File: config.mk
export PLATFORM = sky130hd
export DESIGN_NAME = irq_prio_resolver
export DESIGN_NICKNAME = d
export VERILOG_FILES = /design/src/rtl/irq_prio_pkg.sv /design/src/rtl/irq_prio_regs.sv /design/src/rtl/irq_prio_select.sv /design/src/rtl/irq_prio_svc.sv /design/src/rtl/irq_prio_resolver.sv
export SDC_FILE = /design/constraint.sdc
export NUM_CORES = 1
export LEC_CHECK = 0
export ABC_AREA = 1
export BUFFER_PORTS_ARGS = -buffer_cell sky130_fd_sc_hd__buf_2
export CORE_MARGIN = 3
export CORE_UTILIZATION = 50
export DETAILED_ROUTE_END_ITERATION = 10
export PLACE_DENSITY_LB_ADDON = 0.08
export SYNTH_ARGS = -nofsm -noshare
export SYNTH_HDL_FRONTEND = slang
export SYNTH_SLANG_ARGS = --single-unit
File: constraint.sdc
create_clock -name clk -period 14.65 [get_ports clk]
set_clock_uncertainty 0.1 [all_clocks]
set_input_delay 0.7325 -clock clk [delete_from_list [all_inputs] [get_ports clk]]
set_output_delay 0.7325 -clock clk [all_outputs]
set_load 0.005 [all_outputs]
File: src/rtl/irq_prio_pkg.sv
package irq_prio_pkg;
    localparam int LVL_W = 2;
    localparam int N_LVL = 1 << LVL_W;

    typedef enum logic [1:0] {
        SEL_ENABLE = 2'd0,
        SEL_PRIO_LO = 2'd1,
        SEL_PRIO_HI = 2'd2,
        SEL_NONE = 2'd3
    } reg_sel_e;

    typedef enum logic {
        ST_IDLE = 1'b0,
        ST_BUSY = 1'b1
    } svc_state_e;
endpackage

File: src/rtl/irq_prio_regs.sv
module irq_prio_regs
    import irq_prio_pkg::*;
#(
    parameter int N_SRC = 7
) (
    input  logic                         clk,
    input  logic                         rst_n,
    input  logic                         we,
    input  logic [1:0]                   sel,
    input  logic [7:0]                   wdata,
    output logic                         glob_en,
    output logic [N_SRC-1:0]             src_en,
    output logic [N_SRC-1:0][LVL_W-1:0]  src_lvl
);
    logic [N_SRC-1:0] prio_lo;
    logic [N_SRC-1:0] prio_hi;

    always_ff @(posedge clk) begin
        if (!rst_n) begin
            glob_en <= 1'b0;
            src_en  <= '0;
            prio_lo <= '0;
            prio_hi <= '0;
        end else if (we) begin
            unique case (reg_sel_e'(sel))
                SEL_ENABLE: begin
                    glob_en <= wdata[7];
                    src_en  <= wdata[N_SRC-1:0];
                end
                SEL_PRIO_LO: prio_lo <= wdata[N_SRC-1:0];
                SEL_PRIO_HI: prio_hi <= wdata[N_SRC-1:0];
                SEL_NONE: ;
            endcase
        end
    end

    for (genvar i = 0; i < N_SRC; i++) begin : g_lvl
        assign src_lvl[i] = {prio_hi[i], prio_lo[i]};
    end
endmodule

File: src/rtl/irq_prio_select.sv
module irq_prio_select
    import irq_prio_pkg::*;
#(
    parameter int N_SRC = 7,
    localparam int IDX_W = $clog2(N_SRC)
) (
    input  logic [N_SRC-1:0]             pend,
    input  logic [N_SRC-1:0]             src_en,
    input  logic                         glob_en,
    input  logic [N_SRC-1:0][LVL_W-1:0]  src_lvl,
    input  logic                         busy,
    input  logic [LVL_W-1:0]             cur_lvl,
    output logic                         found,
    output logic [IDX_W-1:0]             win_idx,
    output logic [LVL_W-1:0]             win_lvl
);
    logic [N_SRC-1:0] cand;

    for (genvar i = 0; i < N_SRC; i++) begin : g_cand
        assign cand[i] = pend[i] & src_en[i] & glob_en &
                         (~busy | (src_lvl[i] > cur_lvl));
    end

    // Strict compare keeps the lowest index among equal levels.
    always_comb begin
        found   = 1'b0;
        win_idx = '0;
        win_lvl = '0;
        for (int i = 0; i < N_SRC; i++) begin
            if (cand[i] && (!found || src_lvl[i] > win_lvl)) begin
                found   = 1'b1;
                win_idx = IDX_W'(i);
                win_lvl = src_lvl[i];
            end
        end
    end
endmodule

File: src/rtl/irq_prio_svc.sv
module irq_prio_svc
    import irq_prio_pkg::*;
(
    input  logic               clk,
    input  logic               rst_n,
    input  logic               take,
    input  logic               reti,
    input  logic [LVL_W-1:0]   win_lvl,
    output logic               busy,
    output logic [LVL_W-1:0]   cur_lvl,
    output logic [N_LVL-1:0]   mask
);
    svc_state_e state, state_nxt;
    logic       last_one;
    logic       do_take;
    logic       do_pop;

    assign last_one = (mask & (mask - N_LVL'(1))) == '0;

    always_comb begin
        cur_lvl = '0;
        for (int l = 0; l < N_LVL; l++) begin
            if (mask[l]) cur_lvl = LVL_W'(l);
        end
    end

    // State register.
    always_ff @(posedge clk) begin
        if (!rst_n) state <= ST_IDLE;
        else        state <= state_nxt;
    end

    // Next state and strobes.
    always_comb begin
        state_nxt = state;
        do_take   = 1'b0;
        do_pop    = 1'b0;
        busy      = 1'b0;
        unique case (state)
            ST_IDLE: begin
                if (take && !reti) begin
                    do_take   = 1'b1;
                    state_nxt = ST_BUSY;
                end
            end
            ST_BUSY: begin
                busy = 1'b1;
                if (reti) begin
                    do_pop = 1'b1;
                    if (last_one) state_nxt = ST_IDLE;
                end else if (take) begin
                    do_take = 1'b1;
                end
            end
        endcase
    end

    always_ff @(posedge clk) begin
        if (!rst_n)       mask <= '0;
        else if (do_pop)  mask[cur_lvl] <= 1'b0;
        else if (do_take) mask[win_lvl] <= 1'b1;
    end
endmodule

File: src/rtl/irq_prio_resolver.sv
module irq_prio_resolver
    import irq_prio_pkg::*;
#(
    parameter int N_SRC = 7,
    localparam int IDX_W = $clog2(N_SRC)
) (
    input  logic             clk,
    input  logic             rst_n,
    input  logic [N_SRC-1:0] src_pend,
    input  logic             reg_we,
    input  logic [1:0]       reg_sel,
    input  logic [7:0]       reg_wdata,
    input  logic             ack,
    input  logic             reti,
    output logic             irq,
    output logic [7:0]       vector
);
    logic                        glob_en;
    logic [N_SRC-1:0]            src_en;
    logic [N_SRC-1:0][LVL_W-1:0] src_lvl;
    logic                        busy;
    logic [LVL_W-1:0]            cur_lvl;
    logic [N_LVL-1:0]            svc_mask;
    logic                        found;
    logic [IDX_W-1:0]            win_idx;
    logic [LVL_W-1:0]            win_lvl;

    irq_prio_regs #(.N_SRC(N_SRC)) u_regs (
        .clk(clk), .rst_n(rst_n), .we(reg_we), .sel(reg_sel), .wdata(reg_wdata),
        .glob_en(glob_en), .src_en(src_en), .src_lvl(src_lvl)
    );

    irq_prio_select #(.N_SRC(N_SRC)) u_sel (
        .pend(src_pend), .src_en(src_en), .glob_en(glob_en), .src_lvl(src_lvl),
        .busy(busy), .cur_lvl(cur_lvl),
        .found(found), .win_idx(win_idx), .win_lvl(win_lvl)
    );

    irq_prio_svc u_svc (
        .clk(clk), .rst_n(rst_n), .take(ack & found), .reti(reti),
        .win_lvl(win_lvl), .busy(busy), .cur_lvl(cur_lvl), .mask(svc_mask)
    );

    assign irq    = found;
    assign vector = found ? {{(8-3-IDX_W){1'b0}}, win_idx, 3'b011} : 8'h00;
endmodule


==> metrics.txt, run 1 <==
Cells after Synth=343; pin count of the biggest net entering global routing=27; kind of critical path=reg2out; Synth top area share=22.4%; WP data required=13.82 ns; max frequency=115 MHz; share of cells above drive strength 1=26.0%; Switch Pwr=0.0000424 W; Final Critical Period=8.69 ns; gr usage total=20.2%; cell taking the most area after synthesis=dfxtp_1; Total Power=0.000148 W; Final Instance Count excl. Fillers=421; Post-Route WL=5410 um; WL/cell=12.8 um; CTS sink cnt=27; number of global-route vias before repair=1,847; CTS tree=done; # Max-Cap Violations=0; filler cell count=440; Post-CTS Hold Fix Bufs=0; power per cell area=56.5 mW/mm2; worst skew pair latency=0.28 ns; H-tree Lvls=1; die width=75.5 um; part of the Yosys area used for sequential elements=22.4%; synth warn=0; Setup Viol. Count Final=0; Synth Register Bits=27; reg2reg setup slack=6.80 ns; DP HPWL=4410 um; switch share=28.6%; Area growth syn-to-layout=8.76%; Logic pwr share=17.3%; DIE AREA=0.00570 mm2; Final ANT Viol Nets=0; Relative slew margins=45.7%; # resized after CTS=0; Async SR Flop Fraction=0%; die height=75.5 um; # DRC=0; row cnt=24; number of vias per cell=5.13; Pint=0.000106 W; Post-Syn Area per Cell=7.04 um2; synthesized area=0.00241 mm2; crit path max fanout=9; total congestion overflow=0; wire length on met1=2710 um; Setup WS post-layout=5.96 ns; Vias=2,160; synth top area cells=dfxtp_1 (22%), ha_1 (13%), nand2_1 (9.2%); CP max stage delay=0.65 ns; VDD IR max=41.0 uV; met3 WL post-DR=224 um; Final Wtd Congestion=0.850; top layer in use=met4; first-pass GRT wire length=8830 um; Num CTS Buffers=3; Setup TNS Final=0 ns; final hold vios=0; RSZ-0062 raised after global routing=no; Final period util=59.3%; Inst Count DP=417; Initial Utilization=53.6%; status=finished clean; Setup crit end kind=primary output; CP arrival=7.86 ns; Layout Nets=418; PortBufs=27; Worst setup SP type=register; Iter 0 DRT Violations=92; Clock transition at path regs=0.09 ns; EDFF count, synth=0; min-delay worst type=reg2reg; Worst Tran Pin Value=0.805 ns; Root Driver=clkbuf_8; met2 wire len=2420 um; Max Slew Vio Count=0; core box area=0.00450 mm2; Pleak=1.41 nW; Synth cell types=31; most frequent CP cell=nand2_1; initial antenna violation count=0; clock network power share=29.3%; ys flop type=dfxtp_1; DP Worst Slack=6.24 ns; CTS max path bufs=2; # diodes=0; slowest stage cell, crit path=o21ai_0; Pre-antenna DRT Iters=4; post-CTS repair timing setup buffer count=0; Sequential Power Share=53.4%; IO Count=31
cell usage after synthesis, drive strengths merged, types with 3 or more instances:
master,instances
nand2,86
inv,47
nand3,39
nor2,36
o21ai,35
dfxtp,27
ha,26
a21oi,24
buf,7
or2,3
registers in the layout, summed over array words and instances (netlist names):
register	cells
u_regs.src_en	7
u_regs.glob_en	1
u_regs.prio_hi	7
u_regs.prio_lo	7
u_svc.mask	4
u_svc.state	1
per-stage QoR:
| step | util, % | area, um2 | hold WS, ns |
|---|---|---|---|
| after floorplan | - | 2420 | 0.345 |
| after global placement | 57.3 | 2580 | 0.363 |
| after detailed placement | 57.3 | 2580 | 0.364 |
| after CTS | 58.3 | 2630 | 0.380 |
| after global routing | 58.3 | 2630 | 0.401 |
| final | 58.3 | 2630 | 0.380 |
per-layer routing:
layer,global-route usage (%),up-vias
met5,0,-
met4,4.66,0
met3,1.58,5
met2,31.5,40
met1,30.1,958
li1,-,1157
cells by family after synthesis:
kind of cell	count (synthesis)	synth area share (%)
simple gates	168	39.3
compound gates	63	14.7
buf+inv	58	9.95
flops	27	22.4
fa+ha+maj	26	13.5
other cells	1	0.155
worst max-delay path, delay by kind of cell (launching register included):
family                     cells  cell delay [ns]
AOI/OAI and AO/OA              9             1.95
adders and majority gates      7             2.04
buffers and inverters         11             0.76
DFF                            1             0.32
and+or+nand+nor               31             2.52
area by class of cell:
type | instances | area, um2 | share of cell area, %
Multi-Input combinational cell | 260 | 1640 | 62.5
Sequential cell | 27 | 541 | 20.6
Clock buffer | 4 | 45.0 | 1.72
Tap cell | 52 | 65.1 | 2.48
Timing Repair Buffer | 29 | 150 | 5.72
Inverter | 49 | 184 | 7.00
layout by cell type, fill, tap and decap left out, types with 6 or more instances in the layout:
cell     count
inv_2        6
inv_1       41
o21ai_0     34
nand2_4     10
a21oi_2      7
ha_1        26
nand2_1     59
nor2_1      33
nand2_2     17
dfxtp_1     27
a21oi_1     17
nand3_2     15
nand3_1     22
buf_2       27
power groups by stage:
| stage | Combinational, W | Sequential (W) | Clock [W] |
|---|---|---|---|
| after floorplan | 0.0000190 | 0.0000800 | 0 |
| after global placement | 0.0000252 | 0.0000809 | 0 |
| after detailed placement | 0.0000259 | 0.0000810 | 0 |
| after CTS | 0.0000260 | 0.0000792 | 0.0000439 |
| after global routing | 0.0000301 | 0.0000798 | 0.0000470 |
| final | 0.0000258 | 0.0000793 | 0.0000434 |
worst paths after layout:
kind                                            startpoint                          to  cells past startpoint
worst max-delay path            u_svc.mask[1]$_SDFFE_PN0P_                   vector[3]                     58
worst min-delay path            u_svc.mask[0]$_SDFFE_PN0P_  u_svc.mask[0]$_SDFFE_PN0P_                      2
worst max register to register  u_svc.mask[1]$_SDFFE_PN0P_  u_svc.mask[3]$_SDFFE_PN0P_                     60
worst min register to register  u_svc.mask[0]$_SDFFE_PN0P_  u_svc.mask[0]$_SDFFE_PN0P_                      2
No activity file was read; power rests on OpenSTA's default activity.
==> run 2, diff against run 1 <==
Settings changed: ABC_AREA 1 to 0.
Clock period 14.65 ns to 7.2 ns, I/O delays scaled along.
==> run 2 against run 1 <==
  * Combinational power increased by 84%
  * Sequential share of layout area decreased by 3.2 points
  * Worst hold slack lost 0.14 ns
  * Largest power group unchanged
  * Synthesized area down 5.3%
  * Highest routed layer unchanged
  * Routed wire length is 8.2% higher
  * Design area rose by 20%
  * Flip-flop and latch count is the same
  * The run now ends with setup timing left
  * Core utilization up 17 points
  * Clock power is 110% higher
  * Critical endpoint unchanged
  * Register-to-register slack lost 7.6 ns
==> metrics.txt, run 2 <==
Final ANT Viol Nets=0 (unchanged); initial antenna violation count=0 (unchanged); power per cell area=93.3 mW/mm2 (was 56.5 mW/mm2); register area=548 um2 (was 541 um2); worst reg2reg endpoint=u_svc.mask[3]$_SDFFE_PN0P_ (unchanged); H-tree Lvls=1 (unchanged); kind of critical path=reg2out (unchanged); cell taking the most area after synthesis=dfxtp_1 (unchanged); worst skew pair latency=0.28 ns (about the same); count leader, synth=nor2b_1 (was nand2_1); Clock transition at path regs=0.10 ns (was 0.09 ns); # diodes=0 (unchanged); Worst Tran Pin Value=0.711 ns (was 0.805 ns); filler cell count=312 (was 440); Post-CTS Hold Fix Bufs=0 (unchanged); biggest regs=u_regs.prio_hi x7, u_regs.prio_lo x7, u_regs.src_en x7 (unchanged); Post-DP Area=0.00277 mm2 (was 0.00258 mm2); Initial Utilization=54.4% (was 53.6%); CP arrival=7.65 ns (was 7.86 ns); Layout Nets=390 (was 418); synth top area cells=dfxtp_1 (24%), ha_1 (14%), mux2i_1 (9.6%) (was dfxtp_1 (22%), ha_1 (13%), nand2_1 (9.2%)); IO Count=31 (unchanged); EDFF count, synth=0 (unchanged); Worst setup SP type=register (unchanged); final hold vios=0 (unchanged); status=complete, but fails checks (was finished clean); Vias=2,163 (was 2,160); WL/cell=15.0 um (was 12.8 um); Inst Count DP=368 (was 417); # DRC=0 (unchanged); reg2reg path depth=44 (was 60); RSZ-0062 raised after global routing=yes (was no); PortBufs=27 (unchanged); max frequency=123 MHz; VDD IR max=139 uV (was 41.0 uV); most frequent CP cell=nor2b_4 (was nand2_1); Critical path origin=u_svc.mask[3]$_SDFFE_PN0P_ (was u_svc.mask[1]$_SDFFE_PN0P_); synth warn=0 (unchanged); Final period util=113%; Async SR Flop Fraction=0% (unchanged); crit path max fanout=4 (was 9); most frequent cells after synthesis=nor2b_1 (35), dfxtp_1 (27), ha_1 (26) (was nand2_1 (59), inv_1 (41), o21ai_0 (34)); Cells after Synth=260 (was 343); Num CTS Buffers=3 (unchanged); r2r startpoint=u_svc.mask[3]$_SDFFE_PN0P_ (was u_svc.mask[1]$_SDFFE_PN0P_); Final Instance Count excl. Fillers=391 (was 421); Post-Syn Area per Cell=8.79 um2 (was 7.04 um2); reg2reg setup slack=-0.82 ns (was 6.80 ns); WHS Path Cells=3 (was 2); most frequent cells in the layout=buf_4 (60), nor2b_1 (29), buf_2 (27) (was nand2_1 (59), inv_1 (41), o21ai_0 (34)); pin count of the biggest net entering global routing=31 (was 27); multi-input logic area=0.00184 mm2 (was 0.00164 mm2); Design Area, Final=0.00316 mm2 (was 0.00263 mm2); Setup crit end kind=primary output (unchanged); Synth cell types=57 (was 31); ys flop type=dfxtp_1 (unchanged); CTS max path bufs=2 (unchanged); die height=73.6 um (was 75.5 um); violated checks=setup timing; Iter 0 DRT Violations=92 (unchanged); Area growth syn-to-layout=38.1% (was 8.76%); gr usage total=22.5% (was 20.2%); slowest stage cell, crit path=dfxtp_4 (was o21ai_0); CP max stage delay=0.37 ns (was 0.65 ns); CTS sink cnt=27 (unchanged); Relative slew margins=52.3% (was 45.7%); core box area=0.00420 mm2 (was 0.00450 mm2); share of cells above drive strength 1=44.9% (was 26.0%); DP Worst Slack=-0.953 ns (was 6.24 ns); Post-Route WL=5850 um (was 5410 um); part of the Yosys area used for sequential elements=23.6% (was 22.4%); row cnt=23 (was 24); Synth top area share=23.6% (was 22.4%); DIE AREA=0.00542 mm2 (was 0.00570 mm2); Min-Delay Endpoint=u_regs.glob_en$_SDFFE_PN0P_ (was u_svc.mask[0]$_SDFFE_PN0P_); Final Critical Period=8.11 ns; die width=73.6 um (was 75.5 um); Final Wtd Congestion=0.892 (was 0.850); synthesized area=0.00229 mm2 (was 0.00241 mm2); number of vias per cell=5.53 (was 5.13); Synth Register Bits=27 (unchanged); Max Slew Vio Count=0 (unchanged); Root Driver=clkbuf_8 (unchanged); Pre-antenna DRT Iters=5 (was 4); first-pass GRT wire length=9600 um (was 8830 um); Hold Startpoint=reg_wdata[7] (was u_svc.mask[0]$_SDFFE_PN0P_); CTS tree=done (unchanged); DP HPWL=4300 um (was 4410 um); Setup WS post-layout=-0.914 ns (was 5.96 ns); most common cell after layout, fill and taps aside=buf_4 (was nand2_1); Pleak=1.50 nW (was 1.41 nW); number of global-route vias before repair=2,112 (was 1,847); total congestion overflow=0 (unchanged); Setup Viol. Count Final=7 (was 0); min-delay worst type=in2reg (was reg2reg); # Max-Cap Violations=0 (unchanged); WP data required=6.74 ns (was 13.82 ns)
## run 2: worst max path at each step
stage / to / slack (ns) / depth (start not counted)
floorplan: u_svc.mask[3]$_SDFFE_PN0P_ / -0.77 / 45
global placement: u_svc.mask[3]$_SDFFE_PN0P_ / -0.82 / 45
detailed placement: u_svc.mask[3]$_SDFFE_PN0P_ / -0.95 / 45
CTS: vector[3] / -0.84 / 44
global route: vector[3] / -1.34 / 43
finish: vector[3] / -0.91 / 43
## run 2: area by class of cell
cell class | instances | area share, %
clock buffers | 3 | 1.31
repair buffers | 88 | 18.9
multi-input cells | 207 | 58.4
well taps | 50 | 1.98
flip-flops and latches | 27 | 17.4
inverters | 15 | 1.78
clock inverters | 1 | 0.238
## run 2: kinds of logic (layout without fill, tap and decap cells)
kind of cell | Yosys count | in the layout | synth area share (%)
simple gates | 88 | 88 | 21.1
compound gates | 67 | 67 | 24.5
other cells | 1 | 3 | 0.164
mux | 22 | 22 | 9.63
fa+ha+maj | 27 | 27 | 14.7
buf+inv | 28 | 107 | 6.29
flops | 27 | 27 | 23.6
## run 2: stage by stage
step / utilization (%) / hold WS (ns) / setup TNS [ns] / power (W)
after global routing: 75.1 / 0.262 / -8.81 / 0.000308
after detailed placement: 65.9 / 0.399 / -5.99 / 0.000202
after global placement: 65.9 / 0.387 / -5.10 / 0.000201
after floorplan: - / 0.374 / -4.62 / 0.000188
after CTS: 71.7 / 0.237 / -5.09 / 0.000294
final: 75.1 / 0.242 / -5.76 / 0.000294
## run 2: critical path, delay by kind of cell, from the launching register on
family                   cells  cell delay [ns]
adder cells (fa/ha/maj)      7             1.78
flip-flops                   1             0.37
buffers and inverters        1             0.12
AO/OA/AOI/OAI               24             3.79
AND/OR/NAND/NOR             11             1.31
## run 2: layer usage
layer  global-route usage, %  wire, um  vias up
li1                        -         -     1102
met1                    32.4      3030     1008
met2                    36.0      2590       45
met3                    1.78       151        8
met4                    6.04        83        0
met5                       0         0        -
## run 2: repair_timing
item | in CTS | in global routing
buffers inserted | 14 | 6
gates resized for setup | 21 | 23
setup endpoints to repair | 7 | 7
cloned | 0 | 0
pin swaps | 19 | 16
## run 2: where the power goes
group,leakage [nW],internal [W],switching (W)
Combinational,1.25,0.0000242,0.0000233
Sequential,0.221,0.000153,0.00000410
Clock,0.0217,0.0000394,0.0000507
